===== config.mk =====
export PLATFORM = sky130hd
export DESIGN_NAME = fixed_level_intc
export DESIGN_NICKNAME = d
export VERILOG_FILES = /design/src/rtl/icu_pkg.sv /design/src/rtl/icu_arbiter.sv /design/src/rtl/icu_state.sv /design/src/rtl/icu_regs.sv /design/src/rtl/fixed_level_intc.sv
export SDC_FILE = /design/constraint.sdc
export NUM_CORES = 1
export LEC_CHECK = 0
export ABC_AREA = 1
export CAP_MARGIN = 30
export CORE_ASPECT_RATIO = 2
export CORE_MARGIN = 3
export CORE_UTILIZATION = 50
export CTS_CLUSTER_DIAMETER = 40
export DETAILED_ROUTE_END_ITERATION = 10
export PLACE_DENSITY_LB_ADDON = 0.25
export SYNTH_ARGS = -nofsm -noshare
export SYNTH_HDL_FRONTEND = slang
export SYNTH_SLANG_ARGS = --single-unit

===== constraint.sdc =====
create_clock -name clk -period 6 [get_ports clk]
set_input_delay 0.6 -clock clk [delete_from_list [all_inputs] [get_ports clk]]
set_output_delay 0.6 -clock clk [all_outputs]
set_load 0.01 [all_outputs]

===== src/rtl/icu_pkg.sv =====
package icu_pkg;

    localparam int DATA_W       = 16;
    localparam int ADDR_W       = 4;
    localparam int LVL_W        = 3;
    localparam int SLOT_N       = 6;
    localparam int CTL_BASE     = 8;
    localparam int CTL_MASK_BIT = 3;

    localparam logic [SLOT_N-1:0] SLOT_USED = 6'b111101;
    localparam logic [LVL_W-1:0]  PLM_RESET = '1;

    typedef logic [SLOT_N-1:0] slot_vec_t;

    typedef struct packed {
        logic             hit;
        logic [LVL_W-1:0] lvl;
    } pick_t;

    typedef enum logic [ADDR_W-1:0] {
        A_VEC  = 4'd0,
        A_EOI  = 4'd1,
        A_MASK = 4'd2,
        A_PLM  = 4'd3,
        A_ISR  = 4'd4,
        A_REQ  = 4'd5
    } reg_addr_e;

    // lowest set slot wins
    function automatic pick_t pick_lowest(slot_vec_t v);
        pick_t p;
        p.hit = 1'b0;
        p.lvl = '0;
        for (int i = SLOT_N - 1; i >= 0; i--) begin
            if (v[i]) begin
                p.hit = 1'b1;
                p.lvl = LVL_W'(i);
            end
        end
        return p;
    endfunction

    // bits at or below level l
    function automatic slot_vec_t upto_mask(logic [LVL_W-1:0] l);
        slot_vec_t m;
        for (int i = 0; i < SLOT_N; i++) m[i] = (i <= int'(l));
        return m;
    endfunction

    // k-th control word maps to the k-th used slot
    function automatic pick_t ctl_slot(logic [ADDR_W-1:0] a);
        pick_t p;
        int    idx;
        int    cnt;
        p.hit = 1'b0;
        p.lvl = '0;
        idx   = int'(a) - CTL_BASE;
        cnt   = 0;
        for (int i = 0; i < SLOT_N; i++) begin
            if (SLOT_USED[i]) begin
                if (cnt == idx) begin
                    p.hit = 1'b1;
                    p.lvl = LVL_W'(i);
                end
                cnt++;
            end
        end
        return p;
    endfunction

endpackage


===== src/rtl/icu_arbiter.sv =====
module icu_arbiter
    import icu_pkg::*;
(
    input  logic             clk,
    input  logic             rst,
    input  slot_vec_t        req_q,
    input  slot_vec_t        isr_q,
    input  slot_vec_t        mask_q,
    input  logic [LVL_W-1:0] plm,
    output pick_t            win,
    output logic             irq
);

    pick_t            top_isr;
    logic [LVL_W-1:0] ceil_lvl;
    slot_vec_t        elig;

    always_comb begin
        top_isr  = pick_lowest(isr_q & SLOT_USED);
        ceil_lvl = plm;
        if (top_isr.hit && (top_isr.lvl < plm)) ceil_lvl = top_isr.lvl;
    end

    generate
        for (genvar g = 0; g < SLOT_N; g++) begin : g_elig
            assign elig[g] = SLOT_USED[g] & req_q[g] & ~mask_q[g]
                           & (LVL_W'(g) < ceil_lvl);
        end
    endgenerate

    assign win = pick_lowest(elig);
    assign irq = win.hit;

    // winner sits below the ceiling
    a_r4_below_ceiling: assert property (@(posedge clk) disable iff (rst)
        irq |-> (win.lvl < plm));

    // nothing at or above the winner's priority is in service
    a_r4_below_service: assert property (@(posedge clk) disable iff (rst)
        irq |-> ((isr_q & upto_mask(win.lvl)) == '0));

    // a masked or idle slot never wins
    a_r4_winner_pending: assert property (@(posedge clk) disable iff (rst)
        irq |-> (req_q[win.lvl] && !mask_q[win.lvl]));

endmodule


===== src/rtl/icu_state.sv =====
module icu_state
    import icu_pkg::*;
(
    input  logic              clk,
    input  logic              rst,
    input  slot_vec_t         src_set,
    input  logic              ack,
    input  pick_t             win,
    input  logic              wr_req,
    input  logic              wr_isr,
    input  logic              wr_mask,
    input  logic              wr_ctl,
    input  logic [LVL_W-1:0]  ctl_lvl,
    input  logic              wr_eoi,
    input  logic [SLOT_N-1:0] wbits,
    output slot_vec_t         req_q,
    output slot_vec_t         isr_q,
    output slot_vec_t         mask_q
);

    slot_vec_t        req_n, isr_n, mask_n;
    logic [LVL_W-1:0] eoi_lvl;

    assign eoi_lvl = wbits[LVL_W-1:0];

    // order: software writes, end-of-interrupt, acknowledge, peripheral pulses
    always_comb begin
        req_n  = req_q;
        isr_n  = isr_q;
        mask_n = mask_q;
        if (wr_req)  req_n[0] = wbits[0];
        if (wr_isr)  isr_n    = wbits;
        if (wr_mask) mask_n   = wbits;
        if (wr_ctl)  mask_n[ctl_lvl] = wbits[CTL_MASK_BIT];
        if (wr_eoi && (int'(eoi_lvl) < SLOT_N)) isr_n[eoi_lvl] = 1'b0;
        if (ack && win.hit) begin
            req_n[win.lvl] = 1'b0;
            isr_n[win.lvl] = 1'b1;
        end
        req_n  = (req_n | src_set) & SLOT_USED;
        isr_n  = isr_n  & SLOT_USED;
        mask_n = mask_n & SLOT_USED;
    end

    always_ff @(posedge clk) begin
        if (rst) begin
            req_q  <= '0;
            isr_q  <= '0;
            mask_q <= SLOT_USED;
        end else begin
            req_q  <= req_n;
            isr_q  <= isr_n;
            mask_q <= mask_n;
        end
    end

    // reset state
    a_r1_reset_state: assert property (@(posedge clk)
        rst |=> (req_q == '0 && isr_q == '0 && mask_q == SLOT_USED));

    // acknowledged level enters service
    a_r5_ack_sets_service: assert property (@(posedge clk) disable iff (rst)
        (ack && win.hit) |=> isr_q[$past(win.lvl)]);

    // acknowledged request drops unless re-raised
    a_r5_ack_clears_req: assert property (@(posedge clk) disable iff (rst)
        (ack && win.hit && !src_set[win.lvl]) |=> !req_q[$past(win.lvl)]);

    // a peripheral pulse always lands
    a_r12_pulse_lands: assert property (@(posedge clk) disable iff (rst)
        (|src_set) |=> ((req_q & $past(src_set & SLOT_USED)) == $past(src_set & SLOT_USED)));

    // control-word write reaches the shared mask bit
    a_r10_ctl_alias: assert property (@(posedge clk) disable iff (rst)
        (wr_ctl && !wr_mask) |=> (mask_q[$past(ctl_lvl)] == $past(wbits[CTL_MASK_BIT])));

endmodule


===== src/rtl/icu_regs.sv =====
module icu_regs
    import icu_pkg::*;
(
    input  logic              clk,
    input  logic              rst,
    input  logic [ADDR_W-1:0] addr,
    input  logic              wr,
    input  logic [DATA_W-1:0] wdata,
    input  slot_vec_t         req_q,
    input  slot_vec_t         isr_q,
    input  slot_vec_t         mask_q,
    input  pick_t             win,
    output logic [DATA_W-1:0] rdata,
    output logic [LVL_W-1:0]  plm,
    output logic              wr_req,
    output logic              wr_isr,
    output logic              wr_mask,
    output logic              wr_ctl,
    output logic [LVL_W-1:0]  ctl_lvl,
    output logic              wr_eoi
);

    pick_t                    cs;
    logic [DATA_W-1:LVL_W]    base_q;
    logic [LVL_W-1:0]         plm_q;

    assign cs      = ctl_slot(addr);
    assign wr_req  = wr && (addr == A_REQ);
    assign wr_isr  = wr && (addr == A_ISR);
    assign wr_mask = wr && (addr == A_MASK);
    assign wr_eoi  = wr && (addr == A_EOI);
    assign wr_ctl  = wr && cs.hit;
    assign ctl_lvl = cs.lvl;
    assign plm     = plm_q;

    always_ff @(posedge clk) begin
        if (rst) begin
            base_q <= '0;
            plm_q  <= PLM_RESET;
        end else begin
            if (wr && (addr == A_VEC)) base_q <= wdata[DATA_W-1:LVL_W];
            if (wr && (addr == A_PLM)) plm_q  <= wdata[LVL_W-1:0];
        end
    end

    always_comb begin
        rdata = '0;
        case (addr)
            A_VEC:   rdata = {base_q, (win.hit ? win.lvl : LVL_W'(0))};
            A_MASK:  rdata = DATA_W'(mask_q);
            A_PLM:   rdata = DATA_W'(plm_q);
            A_ISR:   rdata = DATA_W'(isr_q);
            A_REQ:   rdata = DATA_W'(req_q);
            default: if (cs.hit) rdata = DATA_W'({mask_q[cs.lvl], cs.lvl});
        endcase
    end

    // holes in the map read zero
    a_r11_hole_reads_zero: assert property (@(posedge clk) disable iff (rst)
        (addr == 4'd6 || addr == 4'd7 || addr > 4'd12) |-> (rdata == '0));

    // vector low bits follow the winner
    a_r6_vector_level: assert property (@(posedge clk) disable iff (rst)
        (addr == A_VEC && win.hit) |-> (rdata[LVL_W-1:0] == win.lvl));

endmodule


===== src/rtl/fixed_level_intc.sv =====
module fixed_level_intc
    import icu_pkg::*;
(
    input  logic        clk,
    input  logic        rst,
    input  logic        tmr0_irq,
    input  logic        dma0_irq,
    input  logic        dma1_irq,
    input  logic        tmr1_irq,
    input  logic        tmr2_irq,
    input  logic        ack,
    input  logic [3:0]  addr,
    input  logic        wr,
    input  logic [15:0] wdata,
    output logic [15:0] rdata,
    output logic        irq
);

    slot_vec_t        src_set, req_q, isr_q, mask_q;
    pick_t            win;
    logic [LVL_W-1:0] plm, ctl_lvl;
    logic             wr_req, wr_isr, wr_mask, wr_ctl, wr_eoi;

    assign src_set = {tmr2_irq, tmr1_irq, dma1_irq, dma0_irq, 1'b0, tmr0_irq};

    icu_regs u_regs (
        .clk     (clk),
        .rst     (rst),
        .addr    (addr),
        .wr      (wr),
        .wdata   (wdata),
        .req_q   (req_q),
        .isr_q   (isr_q),
        .mask_q  (mask_q),
        .win     (win),
        .rdata   (rdata),
        .plm     (plm),
        .wr_req  (wr_req),
        .wr_isr  (wr_isr),
        .wr_mask (wr_mask),
        .wr_ctl  (wr_ctl),
        .ctl_lvl (ctl_lvl),
        .wr_eoi  (wr_eoi)
    );

    icu_state u_state (
        .clk     (clk),
        .rst     (rst),
        .src_set (src_set),
        .ack     (ack),
        .win     (win),
        .wr_req  (wr_req),
        .wr_isr  (wr_isr),
        .wr_mask (wr_mask),
        .wr_ctl  (wr_ctl),
        .ctl_lvl (ctl_lvl),
        .wr_eoi  (wr_eoi),
        .wbits   (wdata[SLOT_N-1:0]),
        .req_q   (req_q),
        .isr_q   (isr_q),
        .mask_q  (mask_q)
    );

    icu_arbiter u_arb (
        .clk    (clk),
        .rst    (rst),
        .req_q  (req_q),
        .isr_q  (isr_q),
        .mask_q (mask_q),
        .plm    (plm),
        .win    (win),
        .irq    (irq)
    );

endmodule


Word level (Yosys, flattened, before mapping). Index checks and enable logic that the tools add are counted.

Input port bits: 29. Output and inout bits: 17. Flip-flop bits (word level): 34.

Mux-type cells: 35. Bitwise logic cells: 21. Eq/ne operators: 9. Reduce and logical (&&, ||, !) cells: 15. Magnitude comparators: 13. Add/sub/neg operators: 1.

Operators with widths (count): $pmux W16 S5 (1); $eq A3 B32 Y1 const A (2); $mux W4 (16); $mux W6 (6); $eq A2 B32 Y1 const A (1); $eq A4 B32 Y1 const A (1); $logic_not A32 Y1 (1); $logic_and A1 B1 Y1 (13); $and A6 B6 Y6 (2); $lt A3 B4 Y1 const B (3); $not A6 Y6 (2); $or A6 B6 Y6 (2); $and A1 B1 Y1 (10); $demux W1 S3 (3); $ge A3 B1 Y1 const B (3); $eq A4 B2 Y1 const B (2); $eq A4 B3 Y1 const B (2); $bwmux W6 (1); $lt A2 B3 Y1 const A (2); $lt A3 B3 Y1 const A (2); $mux W3 (2); $mux W1 (5); $not A1 Y1 (5); $sub A4 B4 Y5 const B (1); other kinds (6) (6).

Logic depth before layout (Yosys ltp).
Word-level depth: 23. Gate-level depth with buffers: 21. Mapped depth without buffers: 21.

Modules after synthesis. From an unflattened synthesis, not the netlist that was laid out.

Cells, all modules: 378. Area total of the unflattened synthesis: 2417.3 um2.

Modules (own cells, without submodules): icu_regs (cells an instance 174, sequential area each 320.3 um2, times used 1, area an instance 1138.6 um2); icu_state (cells an instance 133, sequential area each 300.3 um2, times used 1, area an instance 854.6 um2); icu_arbiter (cells an instance 70, sequential area each 0.0 um2, times used 1, area an instance 420.4 um2); fixed_level_intc (cells an instance 1, sequential area each 0.0 um2, times used 1, area an instance 3.8 um2).

Least setup slack after synthesis. OpenSTA, ideal clock, no wires.

Kind: register to output. Start point: reg u_state.isr_q[5]. End point: out rdata[2]. Path buffers: 0. Arrival time: 1942 ps. Stages on the path, launching flop included: 18. Setup slack: 3458 ps. Cells stage by stage: dfxtp_1 nor2_1 nand3b_1 inv_1 ha_1 a21oi_1 nand2_1 inv_2 nand2_4 nand2_2 nand2_4 nor2_1 nand2_2 nand2_2 nand2_1 nor2_1 nand2_1 nand3_1.

Cells in the longest elaborated chain, start to end: 17. Elaborated cells on any way between the ends: 25. Classes of those cells: order compare: 6; mux: 13; bitwise: 5; reduce/logical: 1.

RTL lines: start, declared (RTL line icu_state.sv:17) `output slot_vec_t isr_q,`; start signal, assigned (RTL line icu_state.sv:52) `isr_q <= isr_n;`; $mux W4 (*) (5 in a row) (RTL line icu_pkg.sv:35) `if (v[i]) begin`; $lt A3 B3 Y1 (RTL line icu_arbiter.sv:21) `if (top_isr.hit && (top_isr.lvl < plm)) ceil_lvl = top_isr.lvl;`; $logic_and A1 B1 Y1 (RTL line icu_arbiter.sv:21); $mux W3 (*) (RTL line icu_arbiter.sv:21); $lt A3 B3 Y1 (RTL line icu_arbiter.sv:27) `& (LVL_W'(g) < ceil_lvl);`; $and A1 B1 Y1 (RTL line icu_arbiter.sv:27); $mux W4 (4 in a row) (RTL line icu_pkg.sv:35); $mux W4 (*) (RTL line icu_pkg.sv:35); $mux W3 (*) (RTL line icu_regs.sv:49) `A_VEC: rdata = {base_q, (win.hit ? win.lvl : LVL_W'(0))};`; $pmux W16 S5 (*) (RTL line icu_regs.sv:48) `case (addr)`; end, declared (RTL line fixed_level_intc.sv:15) `output logic [15:0] rdata,`.

Mark *: on every way between the ends. The rest lies on a longest branch, timed or not.

Worst setup path in the final report.
Start point: reg u_state.isr_q[5]. End point: out rdata[1].

The elaborated chain is that of the path after synthesis.

==> summary.md <==
| Metric | Value |
|---|---|
| Placeable core area | `3720 um2` |
| Met3 usage | `3.48%` |
| Reg2reg start | `u_state.isr_q[5]` |
| Starting density of the core | `53.0%` |
| Clk slew on worst S/H paths | `0.07 ns` |
| Port Buffer Count | `45` |
| Multiplexer share of the synthesized area | `0%` |
| Sw Share | `26.8%` |
| Crit Path Class | `register to output port` |
| CP Buf/Inv Count | `4` |
| RSZ-0062 raised after global routing | `false` |
| Placed instance count | `396` |
| YS warnings | `0` |
| MaxCap Viol Count | `0` |
| Critical Path Max Stage Delay | `0.58 ns` |
| Max Fclk | `276 MHz` |
| Setup ws final | `2.38 ns` |
| Top Usage Layer GRT | `met2` |
| Sequential share of power | `41.0%` |
| Global-route wire length before repair | `9580 um` |
| Clock Skew | `0.00673 ns` |
| Synth Area in Compound Gates | `25.3%` |
| Tot GR Track Use | `26.4%` |
| Post-CTS setup buffers | `0` |
| CTS tree | `built` |
| Longest Clk Path Bufs | `2` |
| CTS Buf Count | `5` |
| Final TNS setup | `0 ns` |
| HP Class | `register to register` |
| Worst R2R Path Depth | `16` |
| Reg2Reg Capture Point | `u_state.req_q[0]` |
| CTS sink count | `31` |
| Met2 usage | `50.2%` |
| Post-CTS sizing | `0` |
| Tmin final | `3.62 ns` |
| Worst-Margin Slew | `0.874 ns` |
| Power density over the cells | `207 nW/um2` |
| Final Hold Viols | `0` |
| Worst Hold End | `u_regs.base_q[9]` |
| Switching power total | `0.143 mW` |
| Layout cells sized above 1 | `9.01%` |
| Final setup viols | `0` |
| Hold-fix buffers, CTS | `0` |
| FF-to-FF setup slack | `3.53 ns` |
| Die area | `4780 um2` |
| Peak supply drop | `0.198 mV` |
| Clk root buf | `clkbuf_8` |
| CP endpoint kind | `output port` |
| Outcome | `completed` |
| P&R area growth vs syn | `30.7%` |
| Setup WS pre-CTS | `2.58 ns` |
| Vias per cell | `5.52` |
| Fin nets | `385` |
| WHS Path Cells | `2` |
| Layout Cells excl Fill | `404` |
| Slowest cell on the critical path | `clkdlybuf4s50_1` |
| CP Cell Sequence | `nor2_1, nand3b_1, inv_1, ha_1, a21oi_1, nand2_1, inv_2, nand2_4, nand2_2, nand2_4, nor3_4, inv_1, nand2_1, nand3_1, o2111ai_1, clkdlybuf4s50_1` |
| Final WL | `5940 um` |
| Die Y-Extent | `94.9 um` |
| Residual DRC | `0` |
| Clock power frac | `40.7%` |
| Core Util, Final | `69.3%` |
| Insertion delay to the later sink of the worst-skew pair | `0.29 ns` |
| Synth Area in XOR/XNOR | `0%` |
| CP top delay family | `simple AND/OR/NAND/NOR gates` |
| Mapped Avg Cell Area | `6.41 um2` |
| Distinct cells, synth | `28` |
| Largest family of logic cells by synthesized area | `simple AND/OR/NAND/NOR gates` |
| Filler instances | `341` |
| Initial antenna violation count | `0` |
| Synth Area in Adders | `1.27%` |
| Crit Path Max Fanout | `7` |
| Number of core rows | `31` |
| WL per Instance | `14.7 um` |
| Hold path start | `u_regs.base_q[9]` |
| Startpoint type of the worst setup path | `register` |
| Combinational share of power | `18.3%` |
| Syn Std Cell Area | `1970 um2` |
| Pin count of the biggest net entering global routing | `27` |
| Antenna diode count | `0` |
| Slew HR | `41.2%` |
| DPL Wire Length | `4750 um` |
| Yosys reg bits | `31` |
| Met1 usage | `23.7%` |
| H-tree Lvls | `2` |
| DRT iter0 DRCs | `87` |
| Tcrit/Tclk final | `60.4%` |
| GP Congestion | `1.01` |
| Simple-gate area share of the yosys netlist | `29.2%` |
| Syn Nets | `339` |
| Critical Path RT | `5.40 ns` |
| Sequential fraction of the synthesis area | `31.4%` |
| Antenna Nets Post-Route | `0` |
| Die Wd | `50.4 um` |
| Leak | `1.14 nW` |
| Pre-antenna DRT Iters | `5` |
| Slew Limit Fails | `0` |
| Ports | `46` |
| Vias in the first global route | `2212` |
| Grt ovf | `0` |
| Synth Instances | `308` |
| Vias after detailed routing | `2230` |
| CP arrival | `3.02 ns` |
| Pint | `0.390 mW` |
[cells in the mapped netlist]
cell       instances  share of area, %
buf_2              1              0.25
nand2_4            4               2.3
o2111ai_1          2              0.89
o311ai_0           3               1.3
o21ai_1            1              0.25
a21oi_2            1              0.44
nand2_1           42               8.0
a21oi_1           34               8.6
o21ai_0           31               7.9
dfxtp_1           31                31
nor3_4             1              0.82
nor2_2             2              0.63
nand4_1            3              0.95
nand3_1           18               4.6
o211ai_1           4               1.5
nand3b_1           2              0.76
nor3_1             1              0.25
nand2_2           11               3.5
inv_2              4              0.76
o22ai_1            4               1.3
a221oi_1           2              0.89
nor2_1            35               6.7
inv_1             57                11
nand3_2            1              0.51
clkbuf_1           5              0.95
nor4_1             1              0.32
o221ai_1           5               2.2
ha_1               2               1.3
[registers in the layout (all words and copies together), names as in the netlist]
register	flops
u_regs.base_q	13
u_state.isr_q	5
u_state.mask_q	5
u_state.req_q	5
u_regs.plm	3
[stage by stage]
stage / cell area, um2 / total power [mW] / hold WS, ns
6_report: 2580 / 0.533 / 0.454
4_1_cts: 2580 / 0.536 / 0.456
2_1_floorplan: 1970 / 0.276 / 0.430
3_3_place_gp: 2460 / 0.318 / 0.441
5_1_grt: 2580 / 0.553 / 0.481
3_5_place_dp: 2460 / 0.319 / 0.446
[cells in the final DEF, fill, tap and decap left out]
master and instances:
inv_1 57, clkdlybuf4s50_1 45, nand2_1 42, nor2_1 35, a21oi_1 34, o21ai_0 31, dfxtp_1 31, nand3_1 18
nand2_2 11, clkbuf_8 6, o221ai_1 5, inv_2 4, o22ai_1 4, o211ai_1 4, nand2_4 4, o311ai_0 3
nand4_1 3, nor2_2 2, nand3b_1 2, a221oi_1 2, o2111ai_1 2, ha_1 2, nor3_4 1, nand3_2 1
nor3_1 1, nor4_1 1, o21ai_1 1, a21oi_2 1, clkinv_2 1, bufinv_16 1
[power by group through the flow]
stage / Clock (mW) / Combinational, mW / Sequential, mW
5_1_grt: 0.226 / 0.108 / 0.219
2_1_floorplan: 0 / 0.0556 / 0.221
4_1_cts: 0.220 / 0.0972 / 0.218
6_report: 0.217 / 0.0976 / 0.219
3_3_place_gp: 0 / 0.0952 / 0.223
3_5_place_dp: 0 / 0.0964 / 0.223
[metal layers]
metal	part of all wire (%)	wire, um
met5	0	0
met4	6.8	403
met3	4.4	261
met2	54	3220
met1	35	2050
[worst register-to-register path: cells and delay by family, from the launching register on]
family | cells | cell delay [ns]
simple gates | 10 | 1.08
compound gates | 3 | 0.43
flops | 1 | 0.34
fa+ha+maj | 1 | 0.28
buf+inv | 2 | 0.19
[logic make-up (layout without fill, tap and decap cells)]
kind of cell / count (synthesis) / count (layout)
fa+ha+maj: 2 / 2
buf+inv: 67 / 114
simple gates: 121 / 121
compound gates: 87 / 87
flops: 31 / 31
[how the worst max path moves through the flow]
stage / cells after the start / end / from / slack [ns]
floorplan: 17 / rdata[2] / u_state.isr_q[5] / 3.46
global placement: 10 / rdata[3] / addr[0] / 2.57
detailed placement: 10 / rdata[3] / addr[0] / 2.58
CTS: 16 / rdata[1] / u_state.isr_q[5] / 2.40
global route: 16 / rdata[1] / u_state.isr_q[0] / 2.18
finish: 16 / rdata[1] / u_state.isr_q[5] / 2.38
[cell type report]
type | instances | area [um2] | share of cell area (%)
clock inverters | 2 | 35.0 | 1.36
well taps | 49 | 61.3 | 2.38
repair buffers | 45 | 450 | 17.5
inverters | 61 | 229 | 8.87
flip-flops and latches | 31 | 621 | 24.1
multi-input cells | 210 | 1100 | 42.7
clock buffers | 6 | 82.6 | 3.20
No activity file was read; power rests on OpenSTA's default activity.
